## src/rtl/pkt_fifo_pkg.sv

```systemverilog
package pkt_fifo_pkg;
  typedef enum logic [1:0] {
    MODE_SLEEP = 2'b00,
    MODE_IDLE  = 2'b01,
    MODE_RX    = 2'b10,
    MODE_TX    = 2'b11
  } pf_mode_e;

  function automatic int unsigned cnt_bits(input int unsigned depth);
    return $clog2(depth + 1);
  endfunction
endpackage

```

## src/rtl/pf_store.sv

```systemverilog
module pf_store
  import pkt_fifo_pkg::*;
#(
  parameter int unsigned DEPTH = 66,
  parameter int unsigned W     = 8,
  localparam int unsigned CNT_W = cnt_bits(DEPTH),
  localparam int unsigned PTR_W = $clog2(DEPTH)
) (
  input  logic             clk,
  input  logic             rst_n,
  input  logic             push_i,
  input  logic             pop_i,
  input  logic             flush_i,
  input  logic [W-1:0]     wdata_i,
  output logic [W-1:0]     rdata_o,
  output logic [CNT_W-1:0] count_o,
  output logic [CNT_W-1:0] count_nxt_o
);
  localparam logic [CNT_W-1:0] FULL_CNT = CNT_W'(DEPTH);
  localparam logic [PTR_W-1:0] LAST_PTR = PTR_W'(DEPTH - 1);

  logic [W-1:0]     mem [DEPTH];
  logic [PTR_W-1:0] wr_ptr_q, wr_ptr_d, rd_ptr_q, rd_ptr_d;
  logic [CNT_W-1:0] cnt_q, cnt_d;
  logic [W-1:0]     rdata_q, rdata_d;
  logic             pop_acc, push_acc, rdata_en;

  function automatic logic [PTR_W-1:0] ptr_inc(input logic [PTR_W-1:0] p);
    return (p == LAST_PTR) ? '0 : p + PTR_W'(1);
  endfunction

  always_comb begin
    pop_acc  = pop_i && (cnt_q != '0) && !flush_i;
    push_acc = push_i && !flush_i && ((cnt_q != FULL_CNT) || pop_acc);
    wr_ptr_d = wr_ptr_q;
    rd_ptr_d = rd_ptr_q;
    cnt_d    = cnt_q;
    rdata_en = 1'b0;
    rdata_d  = rdata_q;
    if (flush_i) begin
      wr_ptr_d = '0;
      rd_ptr_d = '0;
      cnt_d    = '0;
    end else begin
      if (pop_acc)  rd_ptr_d = ptr_inc(rd_ptr_q);
      if (push_acc) wr_ptr_d = ptr_inc(wr_ptr_q);
      case ({push_acc, pop_acc})
        2'b10:   cnt_d = cnt_q + CNT_W'(1);
        2'b01:   cnt_d = cnt_q - CNT_W'(1);
        default: cnt_d = cnt_q;
      endcase
      if (pop_i) begin
        rdata_en = 1'b1;
        rdata_d  = pop_acc ? mem[rd_ptr_q] : '0;
      end
    end
  end

  always_ff @(posedge clk) begin
    if (push_acc) mem[wr_ptr_q] <= wdata_i;
  end

  always_ff @(posedge clk or negedge rst_n) begin
    if (!rst_n) begin
      wr_ptr_q <= '0;
      rd_ptr_q <= '0;
      cnt_q    <= '0;
    end else begin
      wr_ptr_q <= wr_ptr_d;
      rd_ptr_q <= rd_ptr_d;
      cnt_q    <= cnt_d;
    end
  end

  always_ff @(posedge clk or negedge rst_n) begin
    if (!rst_n)        rdata_q <= '0;
    else if (rdata_en) rdata_q <= rdata_d;
  end

  assign rdata_o     = rdata_q;
  assign count_o     = cnt_q;
  assign count_nxt_o = cnt_d;

  // occupancy never exceeds the capacity
  a_r1_no_overflow: assert property (@(posedge clk) disable iff (!rst_n)
    cnt_q <= FULL_CNT);
  // a lone push on a full buffer changes nothing stored
  a_r1_full_discard: assert property (@(posedge clk) disable iff (!rst_n)
    (push_i && !pop_i && !flush_i && cnt_q == FULL_CNT)
      |=> ($stable(wr_ptr_q) && cnt_q == FULL_CNT));
  // flush empties the buffer
  a_r5_flush_empty: assert property (@(posedge clk) disable iff (!rst_n)
    flush_i |=> (cnt_q == '0 && rd_ptr_q == wr_ptr_q));
  // pop on empty leaves pointers alone
  a_r7_empty_pop: assert property (@(posedge clk) disable iff (!rst_n)
    (pop_i && !push_i && !flush_i && cnt_q == '0)
      |=> (cnt_q == '0 && $stable(rd_ptr_q) && rdata_q == '0));
  // balanced traffic keeps occupancy
  a_r8_balanced: assert property (@(posedge clk) disable iff (!rst_n)
    (push_i && pop_i && !flush_i && cnt_q != '0) |=> $stable(cnt_q));
endmodule

```

## src/rtl/pf_status.sv

```systemverilog
module pf_status
  import pkt_fifo_pkg::*;
#(
  parameter int unsigned DEPTH = 66,
  localparam int unsigned CNT_W = cnt_bits(DEPTH)
) (
  input  logic             clk,
  input  logic             rst_n,
  input  pf_mode_e         mode_i,
  input  logic [CNT_W-1:0] count_i,
  input  logic [CNT_W-1:0] thresh_i,
  input  logic             push_i,
  input  logic             pop_i,
  input  logic             flush_i,
  output logic             full_o,
  output logic             nempty_o,
  output logic             level_o,
  output logic             overrun_o
);
  localparam logic [CNT_W-1:0] FULL_CNT = CNT_W'(DEPTH);

  logic ovr_q, ovr_d, ovr_evt;

  always_comb begin
    full_o   = (count_i == FULL_CNT);
    nempty_o = (count_i != '0);
    level_o  = (count_i > thresh_i);
    ovr_evt  = push_i && !pop_i && full_o && (mode_i != MODE_SLEEP);
    ovr_d    = ovr_q;
    if (flush_i)      ovr_d = 1'b0;
    else if (ovr_evt) ovr_d = 1'b1;
  end

  always_ff @(posedge clk or negedge rst_n) begin
    if (!rst_n) ovr_q <= 1'b0;
    else        ovr_q <= ovr_d;
  end

  assign overrun_o = ovr_q;

  // sleep mode never raises the overrun flag
  a_r4_sleep_quiet: assert property (@(posedge clk) disable iff (!rst_n)
    (mode_i == MODE_SLEEP && !ovr_q) |=> !ovr_q);
  // the flag only rises after a push into a full buffer
  a_r4_rise_cause: assert property (@(posedge clk) disable iff (!rst_n)
    $rose(ovr_q) |-> ($past(push_i) && $past(count_i) == FULL_CNT));
  // host clear drops the flag
  a_r5_clear: assert property (@(posedge clk) disable iff (!rst_n)
    flush_i |=> !ovr_q);
endmodule

```

## src/rtl/pf_pkt_flags.sv

```systemverilog
module pf_pkt_flags
  import pkt_fifo_pkg::*;
#(
  parameter int unsigned DEPTH = 66,
  localparam int unsigned CNT_W = cnt_bits(DEPTH)
) (
  input  logic             clk,
  input  logic             rst_n,
  input  pf_mode_e         mode_i,
  input  logic [CNT_W-1:0] count_nxt_i,
  input  logic             last_i,
  input  logic             crc_good_i,
  input  logic             crc_en_i,
  input  logic             crc_keep_i,
  output logic             sent_o,
  output logic             ready_o,
  output logic             crc_ok_o
);
  logic sent_q, sent_d, rdy_q, rdy_d, crc_q, crc_d;
  logic rx_end, gate_ok, drains;

  always_comb begin
    rx_end  = last_i && (mode_i == MODE_RX);
    gate_ok = crc_good_i || !crc_en_i || crc_keep_i;
    drains  = (count_nxt_i == '0);

    sent_d = sent_q;
    if (mode_i != MODE_TX) sent_d = 1'b0;
    else if (last_i)       sent_d = 1'b1;

    rdy_d = rdy_q;
    if (rx_end && gate_ok) rdy_d = 1'b1;
    else if (drains)       rdy_d = 1'b0;

    crc_d = crc_q;
    if (rx_end && crc_good_i) crc_d = 1'b1;
    else if (drains)          crc_d = 1'b0;
  end

  always_ff @(posedge clk or negedge rst_n) begin
    if (!rst_n) begin
      sent_q <= 1'b0;
      rdy_q  <= 1'b0;
      crc_q  <= 1'b0;
    end else begin
      sent_q <= sent_d;
      rdy_q  <= rdy_d;
      crc_q  <= crc_d;
    end
  end

  assign sent_o   = sent_q;
  assign ready_o  = rdy_q;
  assign crc_ok_o = crc_q;

  // leaving transmit drops packet-sent
  a_r9_sent_exit: assert property (@(posedge clk) disable iff (!rst_n)
    (mode_i != MODE_TX) |=> !sent_q);
  // payload-ready only rises on a receive packet end
  a_r10_ready_src: assert property (@(posedge clk) disable iff (!rst_n)
    $rose(rdy_q) |-> ($past(last_i) && $past(mode_i) == MODE_RX));
  // checksum-ok only rises on a good receive verdict
  a_r11_crc_src: assert property (@(posedge clk) disable iff (!rst_n)
    $rose(crc_q) |-> ($past(crc_good_i) && $past(mode_i) == MODE_RX));
endmodule

```

## src/rtl/pkt_fifo_flags.sv

```systemverilog
module pkt_fifo_flags
  import pkt_fifo_pkg::*;
#(
  parameter int unsigned DEPTH = 66,
  parameter int unsigned W     = 8,
  localparam int unsigned CNT_W = cnt_bits(DEPTH)
) (
  input  logic             clk,
  input  logic             rst_n,
  input  logic [1:0]       mode_i,
  input  logic [CNT_W-1:0] thresh_i,
  input  logic             push_i,
  input  logic [W-1:0]     push_data_i,
  input  logic             pop_i,
  output logic [W-1:0]     pop_data_o,
  input  logic             ovr_clr_i,
  input  logic             last_i,
  input  logic             crc_good_i,
  input  logic             crc_en_i,
  input  logic             crc_keep_i,
  output logic             full_o,
  output logic             nempty_o,
  output logic             level_o,
  output logic             overrun_o,
  output logic             sent_o,
  output logic             ready_o,
  output logic             crc_ok_o
);
  pf_mode_e         mode;
  logic [CNT_W-1:0] count, count_nxt;

  assign mode = pf_mode_e'(mode_i);

  pf_store #(.DEPTH(DEPTH), .W(W)) u_store (
    .clk         (clk),
    .rst_n       (rst_n),
    .push_i      (push_i),
    .pop_i       (pop_i),
    .flush_i     (ovr_clr_i),
    .wdata_i     (push_data_i),
    .rdata_o     (pop_data_o),
    .count_o     (count),
    .count_nxt_o (count_nxt)
  );

  pf_status #(.DEPTH(DEPTH)) u_status (
    .clk       (clk),
    .rst_n     (rst_n),
    .mode_i    (mode),
    .count_i   (count),
    .thresh_i  (thresh_i),
    .push_i    (push_i),
    .pop_i     (pop_i),
    .flush_i   (ovr_clr_i),
    .full_o    (full_o),
    .nempty_o  (nempty_o),
    .level_o   (level_o),
    .overrun_o (overrun_o)
  );

  pf_pkt_flags #(.DEPTH(DEPTH)) u_pkt (
    .clk         (clk),
    .rst_n       (rst_n),
    .mode_i      (mode),
    .count_nxt_i (count_nxt),
    .last_i      (last_i),
    .crc_good_i  (crc_good_i),
    .crc_en_i    (crc_en_i),
    .crc_keep_i  (crc_keep_i),
    .sent_o      (sent_o),
    .ready_o     (ready_o),
    .crc_ok_o    (crc_ok_o)
  );

  // holding data and being full never disagree
  a_r2_full_implies_data: assert property (@(posedge clk) disable iff (!rst_n)
    full_o |-> nempty_o);
endmodule

```

## config.mk

```make
export PLATFORM = sky130hd
export DESIGN_NAME = pkt_fifo_flags
export DESIGN_NICKNAME = d
export VERILOG_FILES = /design/src/rtl/pkt_fifo_pkg.sv /design/src/rtl/pf_store.sv /design/src/rtl/pf_status.sv /design/src/rtl/pf_pkt_flags.sv /design/src/rtl/pkt_fifo_flags.sv
export SDC_FILE = /design/constraint.sdc
export NUM_CORES = 1
export LEC_CHECK = 0
export BUFFER_PORTS_ARGS = -buffer_cell sky130_fd_sc_hd__buf_2
export CORE_AREA = 2 2 293 266
export CTS_BUF_LIST = sky130_fd_sc_hd__clkbuf_8
export DETAILED_ROUTE_END_ITERATION = 16
export DIE_AREA = 0 0 295 268
export PLACE_DENSITY_LB_ADDON = 0.05
export SLEW_MARGIN = 20
export SYNTH_ARGS = -nofsm -noshare
export SYNTH_HDL_FRONTEND = slang
export SYNTH_SLANG_ARGS = --single-unit
```

## constraint.sdc

```tcl
create_clock -name clk -period 3.6 [get_ports clk]
set_clock_uncertainty 0.2 [all_clocks]
set_input_delay 0.54 -clock clk [delete_from_list [all_inputs] [get_ports clk]]
set_output_delay 0.54 -clock clk [all_outputs]
set_load 0.02 [all_outputs]
```

==> Word-level counts from Yosys, hierarchy flattened <==
Memory sizes are Yosys's and may differ from the RTL's.
Index checks and enable logic that the tools add are counted.
{ "totals": {"ff_bits": 33, "mem_count": 1, "in_bits": 26, "mem_bits_rw": 528, "output_inout_bits": 15, "elab_cells": 69} }
{ "op_classes": {"eq_ne": 8, "n_reduce_logical": 26, "mux": 20, "n_addsub": 4, "magnitude_cmp": 1, "bitwise_logic": 1} }
{ "memory_table": {"columns": ["memory", "words", "word_bits", "rd", "rd_ports_with_merged_regs", "write_ports", "line", "source"], "rows": [
  ["u_store.mem", 66, 8, 1, 0, 1, "pf_store.sv:22", "logic [W-1:0] mem [DEPTH];"]
]} }
{ "ops": {"columns": ["op", "n"], "rows": [
  ["7-bit 2-to-1 mux", 7],
  ["7-bit by 1-bit adder with 7-bit output, second input constant", 3],
  ["7-bit equality test, second input constant", 3],
  ["7-bit one-hot mux with 2 select lines", 1],
  ["2-bit nonzero test", 7],
  ["1-bit 2-to-1 mux", 11],
  ["1-bit logical AND", 10],
  ["8-bit 2-to-1 mux", 1],
  ["7-bit greater-than comparator", 1],
  ["7-bit logical NOT", 1],
  ["7-bit inequality test, second input constant", 1],
  ["7-bit nonzero test", 1],
  ["7-bit by 1-bit subtractor with 7-bit output, second input constant", 1],
  ["2-bit equality test, second input constant", 2],
  ["1-bit logical NOT", 3],
  ["1-bit logical OR", 3],
  ["3-bit AND reduction", 1],
  ["2-bit by 1-bit equality test with 1-bit output, second input constant", 1],
  ["2-bit inequality test, second input constant", 1],
  ["1-bit inverter", 1]
]} }

==> Longest topological paths before layout <==
Gate-level depths: netlist of run 1.
{ "logic_depth": {"ltp_word": 11, "depth_mapped": 10, "mapped_depth_nobuf": 9} }

==> Cells and area by module <==
A second synthesis of run 1 with hierarchy kept.
{ "unflattened": {"cells_unflattened": 1156, "hier_area_um2": 22446.5} }
{ "modules_own_cells": {"columns": ["mod", "seq_area_each_um2", "cells_each", "n_inst", "area_per_inst_um2"], "rows": [
  ["pf_store", 16580.9, 1111, 1, 22056.2],
  ["pf_status", 25.0, 34, 1, 255.2],
  ["pf_pkt_flags", 75.1, 11, 1, 135.1]
]} }

==> Worst setup path before layout of run 1 <==
OpenSTA, ideal clock, no wires.
{ "synth_timing": {"path_kind": "input port to flip-flop", "startpoint": "input port ovr_clr_i", "endpoint": "register u_pkt.crc_q (netlist: u_pkt.crc_ok_o)", "required_time_ps": 3273, "setup_ps": 127, "path_buffers": 0, "path_slack_ps": 432, "path_stages": 9, "arrival_time_ps": 2841, "cell_sequence": "or3b_2 -> a21oi_1 -> ha_1 -> a21o_1 -> a211o_1 -> a211oi_1 -> nand4_1 -> a22oi_1 -> o21ai_1"} }
{ "synth_via": {"elab_chain_len": 9, "word_cells_on_any_way": 11, "classes_between": "eq/ne (2); mux (2); reduce/logical (7)"} }
{ "synth_rtl": {"columns": ["element", "line", "source"], "rows": [
  ["from (decl)", "pkt_fifo_flags.sv:16", "input logic ovr_clr_i,"],
  ["1-bit logical NOT", "pf_store.sv:33, pf_store.sv:34", null],
  ["1-bit logical AND", "pf_store.sv:33", "pop_acc = pop_i && (cnt_q != '0) && !flush_i;"],
  ["1-bit logical OR", "pf_store.sv:34", "push_acc = push_i && !flush_i && ((cnt_q != FULL_CNT) || pop_acc);"],
  ["1-bit logical AND", "pf_store.sv:34", null],
  ["2-bit by 1-bit equality test with 1-bit output or 2-bit equality test (tied branches)", "pf_store.sv:47", "case ({push_acc, pop_acc})"],
  ["7-bit one-hot mux with 2 select lines", "pf_store.sv:47", null],
  ["7-bit 2-to-1 mux (*)", "pf_store.sv:40", "if (flush_i) begin"],
  ["7-bit logical NOT (*)", "pf_pkt_flags.sv:25", "drains = (count_nxt_i == '0);"],
  ["2-bit nonzero test (no line) (*)", null, null],
  ["to (signal assigned)", "pf_pkt_flags.sv:48", "crc_q <= crc_d;"],
  ["to (decl)", "pf_pkt_flags.sv:19", "logic sent_q, sent_d, rdy_q, rdy_d, crc_q, crc_d;"]
]} }
Every way passes the cells marked *; elsewhere a longest branch is shown, timed or not.
A chain may end at the register's enable or synchronous reset.

==> Worst setup path after layout of run 1 <==
{ "layout_timing": {"startpoint": "register u_store.cnt_q[1] (netlist: u_store.count_o[1])", "endpoint": "memory u_store.mem[41][1], enable pin"} }
{ "layout_via": {"elab_chain_len": 7, "word_cells_on_any_way": 8, "classes_between": "eq/ne (1); mux (2); reduce/logical (5)"} }
{ "layout_rtl": {"columns": ["element", "line", "source"], "rows": [
  ["from (decl)", "pf_store.sv:24", "logic [CNT_W-1:0] cnt_q, cnt_d;"],
  ["from (signal assigned)", "pf_store.sv:71", "cnt_q <= cnt_d;"],
  ["7-bit nonzero test", "pf_store.sv:33", null],
  ["1-bit logical AND (2 in series)", "pf_store.sv:33", null],
  ["1-bit logical OR (*)", "pf_store.sv:34", null],
  ["1-bit logical AND (*)", "pf_store.sv:34", null],
  ["1-bit 2-to-1 mux (*)", "pf_store.sv:60", "if (push_acc) mem[wr_ptr_q] <= wdata_i;"],
  ["1-bit 2-to-1 mux (not written as such) (*)", "pf_store.sv:60", null],
  ["to (decl)", "pf_store.sv:22", null]
]} }
Marks and branches as above.

==> impl_metrics.xml, run 1 <==
<?xml version="1.0" encoding="UTF-8"?>
<metrics>
  <group name="placed_design">
    <metric name="total_half_perimeter_wirelength_after_legalization_and_detailed_placement" unit="mm">41.0</metric>
    <metric name="place_ws" unit="ns">0.284</metric>
    <metric name="io_buffers" unit="">40</metric>
    <metric name="placer_congestion" unit="">0.772</metric>
  </group>
  <group name="setup_path">
    <metric name="worstSetupStartpointType" unit="">flip-flop</metric>
    <metric name="cp_slowest_cell" unit="">nor2_1</metric>
    <metric name="timing.critical_path.from" unit="">u_store.count_o[1]$_DFF_PN0_</metric>
    <metric name="path_cells" unit="">nor2b_1 &gt; nand4b_1 &gt; and3_1 &gt; nand2_1 &gt; nor2_1</metric>
    <metric name="worstSetupPathType" unit="">reg2reg</metric>
    <metric name="worst-endpoint-arrival" unit="ns">3.28</metric>
    <metric name="cp_slowest_stage_delay" unit="ns">0.93</metric>
    <metric name="worstSetupEndpointType" unit="">flip-flop</metric>
    <metric name="cp_max_fo" unit="">9</metric>
    <metric name="critPathBufInv" unit="">0</metric>
    <metric name="r2r_start" unit="">u_store.count_o[1]$_DFF_PN0_</metric>
    <metric name="worst_path_dominant_cell_family" unit="">simple AND/OR/NAND/NOR gates</metric>
    <metric name="critPathRequiredTime" unit="ns">3.69</metric>
  </group>
  <group name="detailed_routing">
    <metric name="antenna_violating_nets_post_route" unit="">0</metric>
    <metric name="dr.pass1.iters" unit="">5</metric>
    <metric name="drt_initial_violations" unit="">958</metric>
    <metric name="num_vias" unit="">12100</metric>
    <metric name="totalWireLength" unit="mm">63.7</metric>
    <metric name="viasPerCell" unit="">4.82</metric>
    <metric name="drcViolationCount" unit="">0</metric>
    <metric name="detail_routed_net_length_per_standard_cell" unit="um">25.3</metric>
  </group>
  <group name="synth">
    <metric name="edff_count_synth" unit="">528</metric>
    <metric name="synth_area" unit="sq um">22700</metric>
    <metric name="total_number_of_yosys_warnings" unit="">0</metric>
    <metric name="synthesis.area_per_instance" unit="sq um">18.7</metric>
    <metric name="ys_seq_elements" unit="">561</metric>
    <metric name="unique_cell_type_count_in_the_yosys_netlist" unit="">62</metric>
    <metric name="postSynthCellCount" unit="">1215</metric>
    <metric name="synth_async_sr_flop_share" unit="%">5.88</metric>
    <metric name="dominantRegCellSynth" unit="">edfxtp_1</metric>
    <metric name="synth.yosys.seq_area_share" unit="%">73.6</metric>
    <metric name="synth_fp_nets" unit="">1258</metric>
  </group>
  <group name="min_path">
    <metric name="hp-start" unit="">push_i</metric>
    <metric name="min-delay-path-class" unit="">in2reg</metric>
  </group>
  <group name="clock_tree">
    <metric name="tritoncts_buffers" unit="">100</metric>
    <metric name="cts_tree" unit="">built</metric>
    <metric name="postCtsSetupBuffers" unit="">0</metric>
    <metric name="clock_tree.htree_level_count" unit="">3</metric>
    <metric name="tritoncts_num_sinks" unit="">561</metric>
    <metric name="clock_tree.buffer_depth" unit="">3</metric>
    <metric name="cts_root_buf" unit="">clkbuf_8</metric>
    <metric name="clock_latency_on_the_worst_skew_pair" unit="ns">0.70</metric>
    <metric name="worst_setup_hold_path_clk_slew" unit="ns">0.06</metric>
  </group>
  <group name="floorplan">
    <metric name="initial_core_util" unit="%">29.9</metric>
    <metric name="die_w" unit="um">295</metric>
    <metric name="placementRows" unit="">96</metric>
    <metric name="fp.dieH" unit="um">268</metric>
    <metric name="floorplan.core_area" unit="sq um">75800</metric>
    <metric name="top_level_ports" unit="">41</metric>
    <metric name="die_area" unit="sq um">79100</metric>
  </group>
  <group name="layout">
    <metric name="post-route-util" unit="%">35.3</metric>
    <metric name="mostFrequentLayoutCell" unit="">edfxtp_1</metric>
    <metric name="flow.area_growth_from_synthesis" unit="%">18.2</metric>
    <metric name="final_cell_mix" unit="">edfxtp_1 (528), mux4_2 (130), nor2_1 (110)</metric>
    <metric name="finalNetCount" unit="">1451</metric>
    <metric name="drive_above_1_share" unit="%">27.5</metric>
  </group>
  <group name="timing">
    <metric name="hold_violation_total_from_the_final_report" unit="">0</metric>
    <metric name="hold-worst-slack" unit="ns">0.0769</metric>
    <metric name="setup_tns" unit="ns">0</metric>
    <metric name="fin_crit_sh" unit="%">88.5</metric>
    <metric name="finalSetupViolations" unit="">0</metric>
    <metric name="max_freq" unit="MHz">314</metric>
    <metric name="worst_pin_slew" unit="ns">1.06</metric>
    <metric name="rsz0062_at_grt" unit="">false</metric>
    <metric name="finalCriticalPeriod" unit="ns">3.19</metric>
    <metric name="slew_headroom" unit="%">29.2</metric>
    <metric name="setup_ws" unit="ns">0.414</metric>
    <metric name="total_count_of_max_transition_violations_in_the_final_report" unit="">0</metric>
  </group>
  <group name="power_and_ir_drop">
    <metric name="vdd_ir_drop_max" unit="uV">220</metric>
    <metric name="power_density" unit="nW/um^2">542</metric>
    <metric name="cellLeakagePower" unit="uW">0.00873</metric>
  </group>
  <group name="job">
    <metric name="drv.max_cap_violation_count" unit="">0</metric>
  </group>
  <group name="grt">
    <metric name="first_pass_grt_wire_length" unit="mm">92.5</metric>
    <metric name="overflow" unit="">0</metric>
    <metric name="number_of_global_route_vias_before_repair" unit="">12800</metric>
    <metric name="grt_max_degree" unit="">67</metric>
    <metric name="initial_antenna_violation_count" unit="">2</metric>
    <metric name="gr_util_all_layers" unit="%">16.4</metric>
  </group>
  <group name="status">
    <metric name="status" unit="">finished clean</metric>
  </group>
</metrics>
==> metal layers <==
metal  GRT usage (%)  share of wire (%)  up-vias  routed length, um
met1            23.7                 48     6408              30300
met3            3.08                4.4       88               2820
li1                -                  -     5361                  -
met2            25.6                 46      270              29400
met4            4.19                1.9        0               1200
met5               0                  0        -                  0
==> sequential cells by signal (all words and copies together) (netlist names) <==
signal / count
u_pkt.ready_o: 1
u_status.overrun_o: 1
u_pkt.crc_ok_o: 1
u_store.wr_ptr_q: 7
u_store.rd_ptr_q: 7
u_pkt.sent_o: 1
u_store.count_o: 7
u_store.mem: 528
u_store.rdata_o: 8
==> Yosys cell counts (4+ instances only) <==
| library cell | instances | area (sq um) |
|---|---|---|
| inv_1 | 18 | 67.6 |
| mux2i_1 | 28 | 280 |
| clkbuf_1 | 24 | 90.1 |
| nand3_1 | 23 | 115 |
| mux4_2 | 130 | 2930 |
| edfxtp_1 | 528 | 15900 |
| a21o_1 | 4 | 30.0 |
| a21oi_1 | 30 | 150 |
| a22oi_1 | 30 | 225 |
| ha_1 | 16 | 200 |
| a2111oi_0 | 5 | 43.8 |
| nand2b_1 | 9 | 56.3 |
| xor2_1 | 6 | 52.6 |
| buf_2 | 18 | 90.1 |
| dfrtp_1 | 33 | 826 |
| nor3b_1 | 4 | 30.0 |
| buf_4 | 8 | 60.1 |
| nor3_1 | 10 | 50.1 |
| a211oi_1 | 9 | 67.6 |
| o21ai_0 | 25 | 125 |
| and3_1 | 5 | 31.3 |
| and2_1 | 5 | 31.3 |
| nand2_1 | 55 | 206 |
| nor2_1 | 110 | 413 |
| a31oi_1 | 6 | 37.5 |
| nand4_1 | 11 | 68.8 |
| nor2b_1 | 11 | 68.8 |
==> tightest hold or removal path, cell delays in order <==
cell	delay, ns
buf_2	0.13
a31o_2	0.21
nor2_1	0.06
==> logic make-up (layout without fill, tap and decap cells) <==
| logic type | count (synthesis) | in the layout | share of synthesized area [%] |
|---|---|---|---|
| other | 0 | 1 | 0 |
| AOI/OAI and AO/OA | 138 | 138 | 4.07 |
| adders and majority gates | 17 | 17 | 0.972 |
| xor gates and xnor gates | 7 | 7 | 0.270 |
| and+or+nand+nor | 261 | 261 | 5.39 |
| DFF | 561 | 561 | 73.6 |
| buffers and inverters | 72 | 345 | 1.49 |
| muxes | 159 | 159 | 14.2 |
==> path summary, 6_finish.rpt <==
| kind | endpoint | slack, ns | cells past startpoint |
|---|---|---|---|
| max in group asynchronous | u_store.rd_ptr_q[1]$_DFFE_PN0P_ | 2.18 | 2 |
| hold / removal | u_store.wr_ptr_q[3]$_DFFE_PN0P_ | 0.08 | 3 |
| setup reg to reg | u_store.mem[41][1]$_DFFE_PP_ | 0.41 | 5 |
| min in group asynchronous | u_store.wr_ptr_q[0]$_DFFE_PN0P_ | 0.33 | 2 |
| setup / recovery | u_store.mem[41][1]$_DFFE_PP_ | 0.41 | 5 |
| hold reg to reg | u_status.overrun_o$_DFFE_PN0P_ | 0.30 | 2 |
==> what timing repair did <==
| action | in CTS | in global routing |
|---|---|---|
| hold buffers | 6 | 0 |
| setup endpoints to repair | 0 | 0 |
| gates resized for setup | 0 | 0 |
| endpoints found under the hold margin | 36 | 0 |
==> through the flow <==
| step | instances | power, uW | area (sq um) |
|---|---|---|---|
| 3_3_place_gp | 2329 | 8920 | 24800 |
| 4_1_cts | 2517 | 14800 | 26800 |
| 6_report | 2518 | 14500 | 26800 |
| 2_1_floorplan | 1215 | 8260 | 22700 |
| 3_5_place_dp | 2329 | 8920 | 24800 |
| 5_1_grt | 2518 | 15100 | 26800 |
==> power by group <==
group	switching, uW	total [uW]	internal, uW	leakage, uW
clock network	2660	5770	3110	0.00106
logic	809	1470	659	0.00248
registers	96.4	7280	7180	0.00519
total	3560	14500	11000	0.00873
==> layout make-up <==
cell class / count / area, sq um
Clock inverter: 81 / 531
Inverter: 18 / 67.6
Sequential cell: 561 / 16700
Antenna cell: 1 / 2.50
Timing Repair Buffer: 145 / 1170
Fill cell: 7199 / 49000
Multi-Input combinational cell: 582 / 5650
Tap cell: 1029 / 1290
Clock buffer: 101 / 1390
Note: power is estimated with default switching activity, not from simulation.
==> run 2: changes to the inputs <==
==> constraint.sdc (replaced) <==
create_clock -name clk -period 2.92 [get_ports clk]
set_clock_uncertainty 0.2 [all_clocks]
set_input_delay 0.438 -clock clk [delete_from_list [all_inputs] [get_ports clk]]
set_output_delay 0.438 -clock clk [all_outputs]
set_load 0.02 [all_outputs]
==> run 2 against run 1 <==
  * Final area grew 3.2%
  * Hold slack gained 0.013 ns
  * Wire length grew 3.3%
  * Largest power group unchanged
  * Sequential power grew 23%
  * Cell count grew 3.3%
  * Combinational power grew 37%
  * Utilization grew 1.1 points
  * Critical path type is now in2reg
  * First-iteration DRC count shrank 10%
  * Sequential share of layout area shrank 1.9 points
==> impl_metrics.xml, run 2 (synthesized netlist as in run 1, its figures left out) <==
<?xml version="1.0" encoding="UTF-8"?>
<metrics>
  <group name="timing">
    <metric name="setup_tns" unit="ns">0</metric>
    <metric name="total_count_of_max_transition_violations_in_the_final_report" unit="">0</metric>
    <metric name="hold-worst-slack" unit="ns">0.0897</metric>
    <metric name="slew_headroom" unit="%">42.7</metric>
    <metric name="hold_violation_total_from_the_final_report" unit="">0</metric>
    <metric name="finalCriticalPeriod" unit="ns">2.82</metric>
    <metric name="setup_ws" unit="ns">0.0971</metric>
    <metric name="max_freq" unit="MHz">354</metric>
    <metric name="fin_crit_sh" unit="%">96.7</metric>
    <metric name="finalSetupViolations" unit="">0</metric>
    <metric name="worst_pin_slew" unit="ns">0.858</metric>
  </group>
  <group name="detailed_routing">
    <metric name="drt_initial_violations" unit="">861</metric>
    <metric name="detail_routed_net_length_per_standard_cell" unit="um">25.3</metric>
    <metric name="viasPerCell" unit="">4.82</metric>
    <metric name="drcViolationCount" unit="">0</metric>
    <metric name="totalWireLength" unit="mm">65.8</metric>
    <metric name="num_vias" unit="">12500</metric>
    <metric name="antenna_violating_nets_post_route" unit="">0</metric>
    <metric name="dr.pass1.iters" unit="">7</metric>
  </group>
  <group name="min_path">
    <metric name="hold_path_depth" unit="">1</metric>
    <metric name="min-delay-path-class" unit="">in2reg</metric>
    <metric name="timing.hold.worst_endpoint" unit="">u_store.mem[6][4]$_DFFE_PP_</metric>
    <metric name="hp-start" unit="">push_data_i[4]</metric>
  </group>
  <group name="grt">
    <metric name="overflow" unit="">0</metric>
    <metric name="number_of_global_route_vias_before_repair" unit="">13200</metric>
    <metric name="first_pass_grt_wire_length" unit="mm">96.2</metric>
    <metric name="gr_util_all_layers" unit="%">17.0</metric>
    <metric name="grt_max_degree" unit="">44</metric>
    <metric name="initial_antenna_violation_count" unit="">1</metric>
  </group>
  <group name="floorplan">
    <metric name="placementRows" unit="">96</metric>
    <metric name="die_area" unit="sq um">79100</metric>
    <metric name="initial_core_util" unit="%">29.9</metric>
    <metric name="fp.dieH" unit="um">268</metric>
    <metric name="die_w" unit="um">295</metric>
    <metric name="floorplan.core_area" unit="sq um">75800</metric>
    <metric name="top_level_ports" unit="">41</metric>
  </group>
  <group name="layout">
    <metric name="regArea" unit="sq um">16700</metric>
    <metric name="final_cell_mix" unit="">edfxtp_1 (528), buf_4 (157), mux4_2 (130)</metric>
    <metric name="register_with_the_highest_flop_count" unit="">u_store.mem</metric>
    <metric name="flip_flop_count_of_the_largest_register_after_layout" unit="">528</metric>
    <metric name="flow.area_growth_from_synthesis" unit="%">21.9</metric>
    <metric name="multiInputGateArea" unit="sq um">5760</metric>
    <metric name="fill_cells" unit="">7195</metric>
    <metric name="fin_cells" unit="">2601</metric>
    <metric name="drive_above_1_share" unit="%">32.6</metric>
    <metric name="mostFrequentLayoutCell" unit="">edfxtp_1</metric>
    <metric name="finalNetCount" unit="">1535</metric>
  </group>
  <group name="job">
    <metric name="drv.max_cap_violation_count" unit="">0</metric>
  </group>
  <group name="clock_tree">
    <metric name="clock_tree.buffer_depth" unit="">3</metric>
    <metric name="cts_tree" unit="">built</metric>
    <metric name="tritoncts_buffers" unit="">97</metric>
    <metric name="worst_setup_hold_path_clk_slew" unit="ns">0.06</metric>
    <metric name="clock_tree.htree_level_count" unit="">3</metric>
    <metric name="clock_latency_on_the_worst_skew_pair" unit="ns">0.69</metric>
    <metric name="cts_root_buf" unit="">clkbuf_8</metric>
    <metric name="tritoncts_num_sinks" unit="">561</metric>
  </group>
  <group name="placed_design">
    <metric name="dp_cells" unit="">2407</metric>
    <metric name="placer_congestion" unit="">0.781</metric>
    <metric name="place_ws" unit="ns">-0.336</metric>
    <metric name="total_half_perimeter_wirelength_after_legalization_and_detailed_placement" unit="mm">43.9</metric>
    <metric name="io_buffers" unit="">40</metric>
  </group>
  <group name="setup_path">
    <metric name="cp_max_fo" unit="">7</metric>
    <metric name="worstSetupStartpointType" unit="">primary input</metric>
    <metric name="worstSetupPathType" unit="">in2reg</metric>
    <metric name="r2r-end" unit="">u_store.rdata_o[5]$_DFFE_PN0P_</metric>
    <metric name="ff2ff_setup_slack" unit="ns">0.11</metric>
    <metric name="worstSetupEndpointType" unit="">flip-flop</metric>
    <metric name="worst-endpoint-arrival" unit="ns">3.20</metric>
    <metric name="critPathRequiredTime" unit="ns">3.29</metric>
    <metric name="r2r_start" unit="">u_store.rd_ptr_q[0]$_DFFE_PN0P_</metric>
    <metric name="worstRegToRegCells" unit="">6</metric>
  </group>
  <group name="power_and_ir_drop">
    <metric name="vdd_ir_drop_max" unit="uV">361</metric>
    <metric name="cellLeakagePower" unit="uW">0.00922</metric>
    <metric name="totalPowerFinal" unit="uW">18000</metric>
    <metric name="power_density" unit="nW/um^2">650</metric>
  </group>
  <group name="status">
    <metric name="status" unit="">finished clean</metric>
  </group>
</metrics>
==> run 2: critical path, stage by stage <==
cell and delay (ns):
dlygate4sd3_1 0.53, buf_2 0.13, or3b_4 0.40, a21oi_2 0.12, buf_6 0.16, ha_1 0.26, a21o_1 0.19, a211o_1 0.28
a211oi_2 0.22, nand4_1 0.16, a22oi_1 0.21, o21ai_1 0.08
==> run 2: final cells by class <==
class	instances	area share [%]
Antenna cell	1	0.00906
Tap cell	1029	4.66
Multi-Input combinational cell	582	20.9
Clock inverter	77	1.74
Inverter	18	0.254
Timing Repair Buffer	232	7.06
Clock buffer	101	5.03
Sequential cell	561	60.4
==> run 2: repair_timing <==
action,in CTS,in global routing
pin swaps,2,6
gates resized for setup,11,20
hold endpoints to repair,50,0
hold buffers,10,0
endpoints found under the setup margin,4,6
setup buffers,1,4
==> run 2: routing by layer <==
| metal | up-vias | track usage (%) | part of all wire (%) |
|---|---|---|---|
| met4 | 0 | 3.92 | 1.8 |
| met3 | 86 | 3.28 | 4.3 |
| met2 | 256 | 26.4 | 46 |
| met5 | - | 0 | 0 |
| met1 | 6668 | 24.7 | 48 |
| li1 | 5522 | - | - |
==> run 2: through the flow <==
step,cell area (sq um),util (%)
4_1_cts,27500,36.3
6_report,27600,36.5
3_5_place_dp,25500,33.6
2_1_floorplan,22700,-
5_1_grt,27600,36.5
3_3_place_gp,25500,33.6
==> run 2: worst max path at each step <==
stage,cells past startpoint,end,slack (ns),start
after detailed placement,11,u_pkt.crc_ok_o$_DFFE_PN0P_,-0.34,ovr_clr_i
after global placement,11,u_pkt.crc_ok_o$_DFFE_PN0P_,-0.29,ovr_clr_i
final,12,u_pkt.crc_ok_o$_DFFE_PN0P_,0.1,ovr_clr_i
after floorplan,9,u_pkt.crc_ok_o$_DFFE_PN0P_,0.04,ovr_clr_i
after global routing,10,u_pkt.crc_ok_o$_DFFE_PN0P_,-0.01,u_store.count_o[3]$_DFF_PN0_
after CTS,10,u_pkt.crc_ok_o$_DFFE_PN0P_,0.004,u_store.count_o[4]$_DFF_PN0_
==> run 2: where the power goes <==
part / internal [uW] / switching (uW) / total, uW
logic: 948 / 1070 / 2020
registers: 8850 / 78.2 / 8930
clock network: 3730 / 3290 / 7020
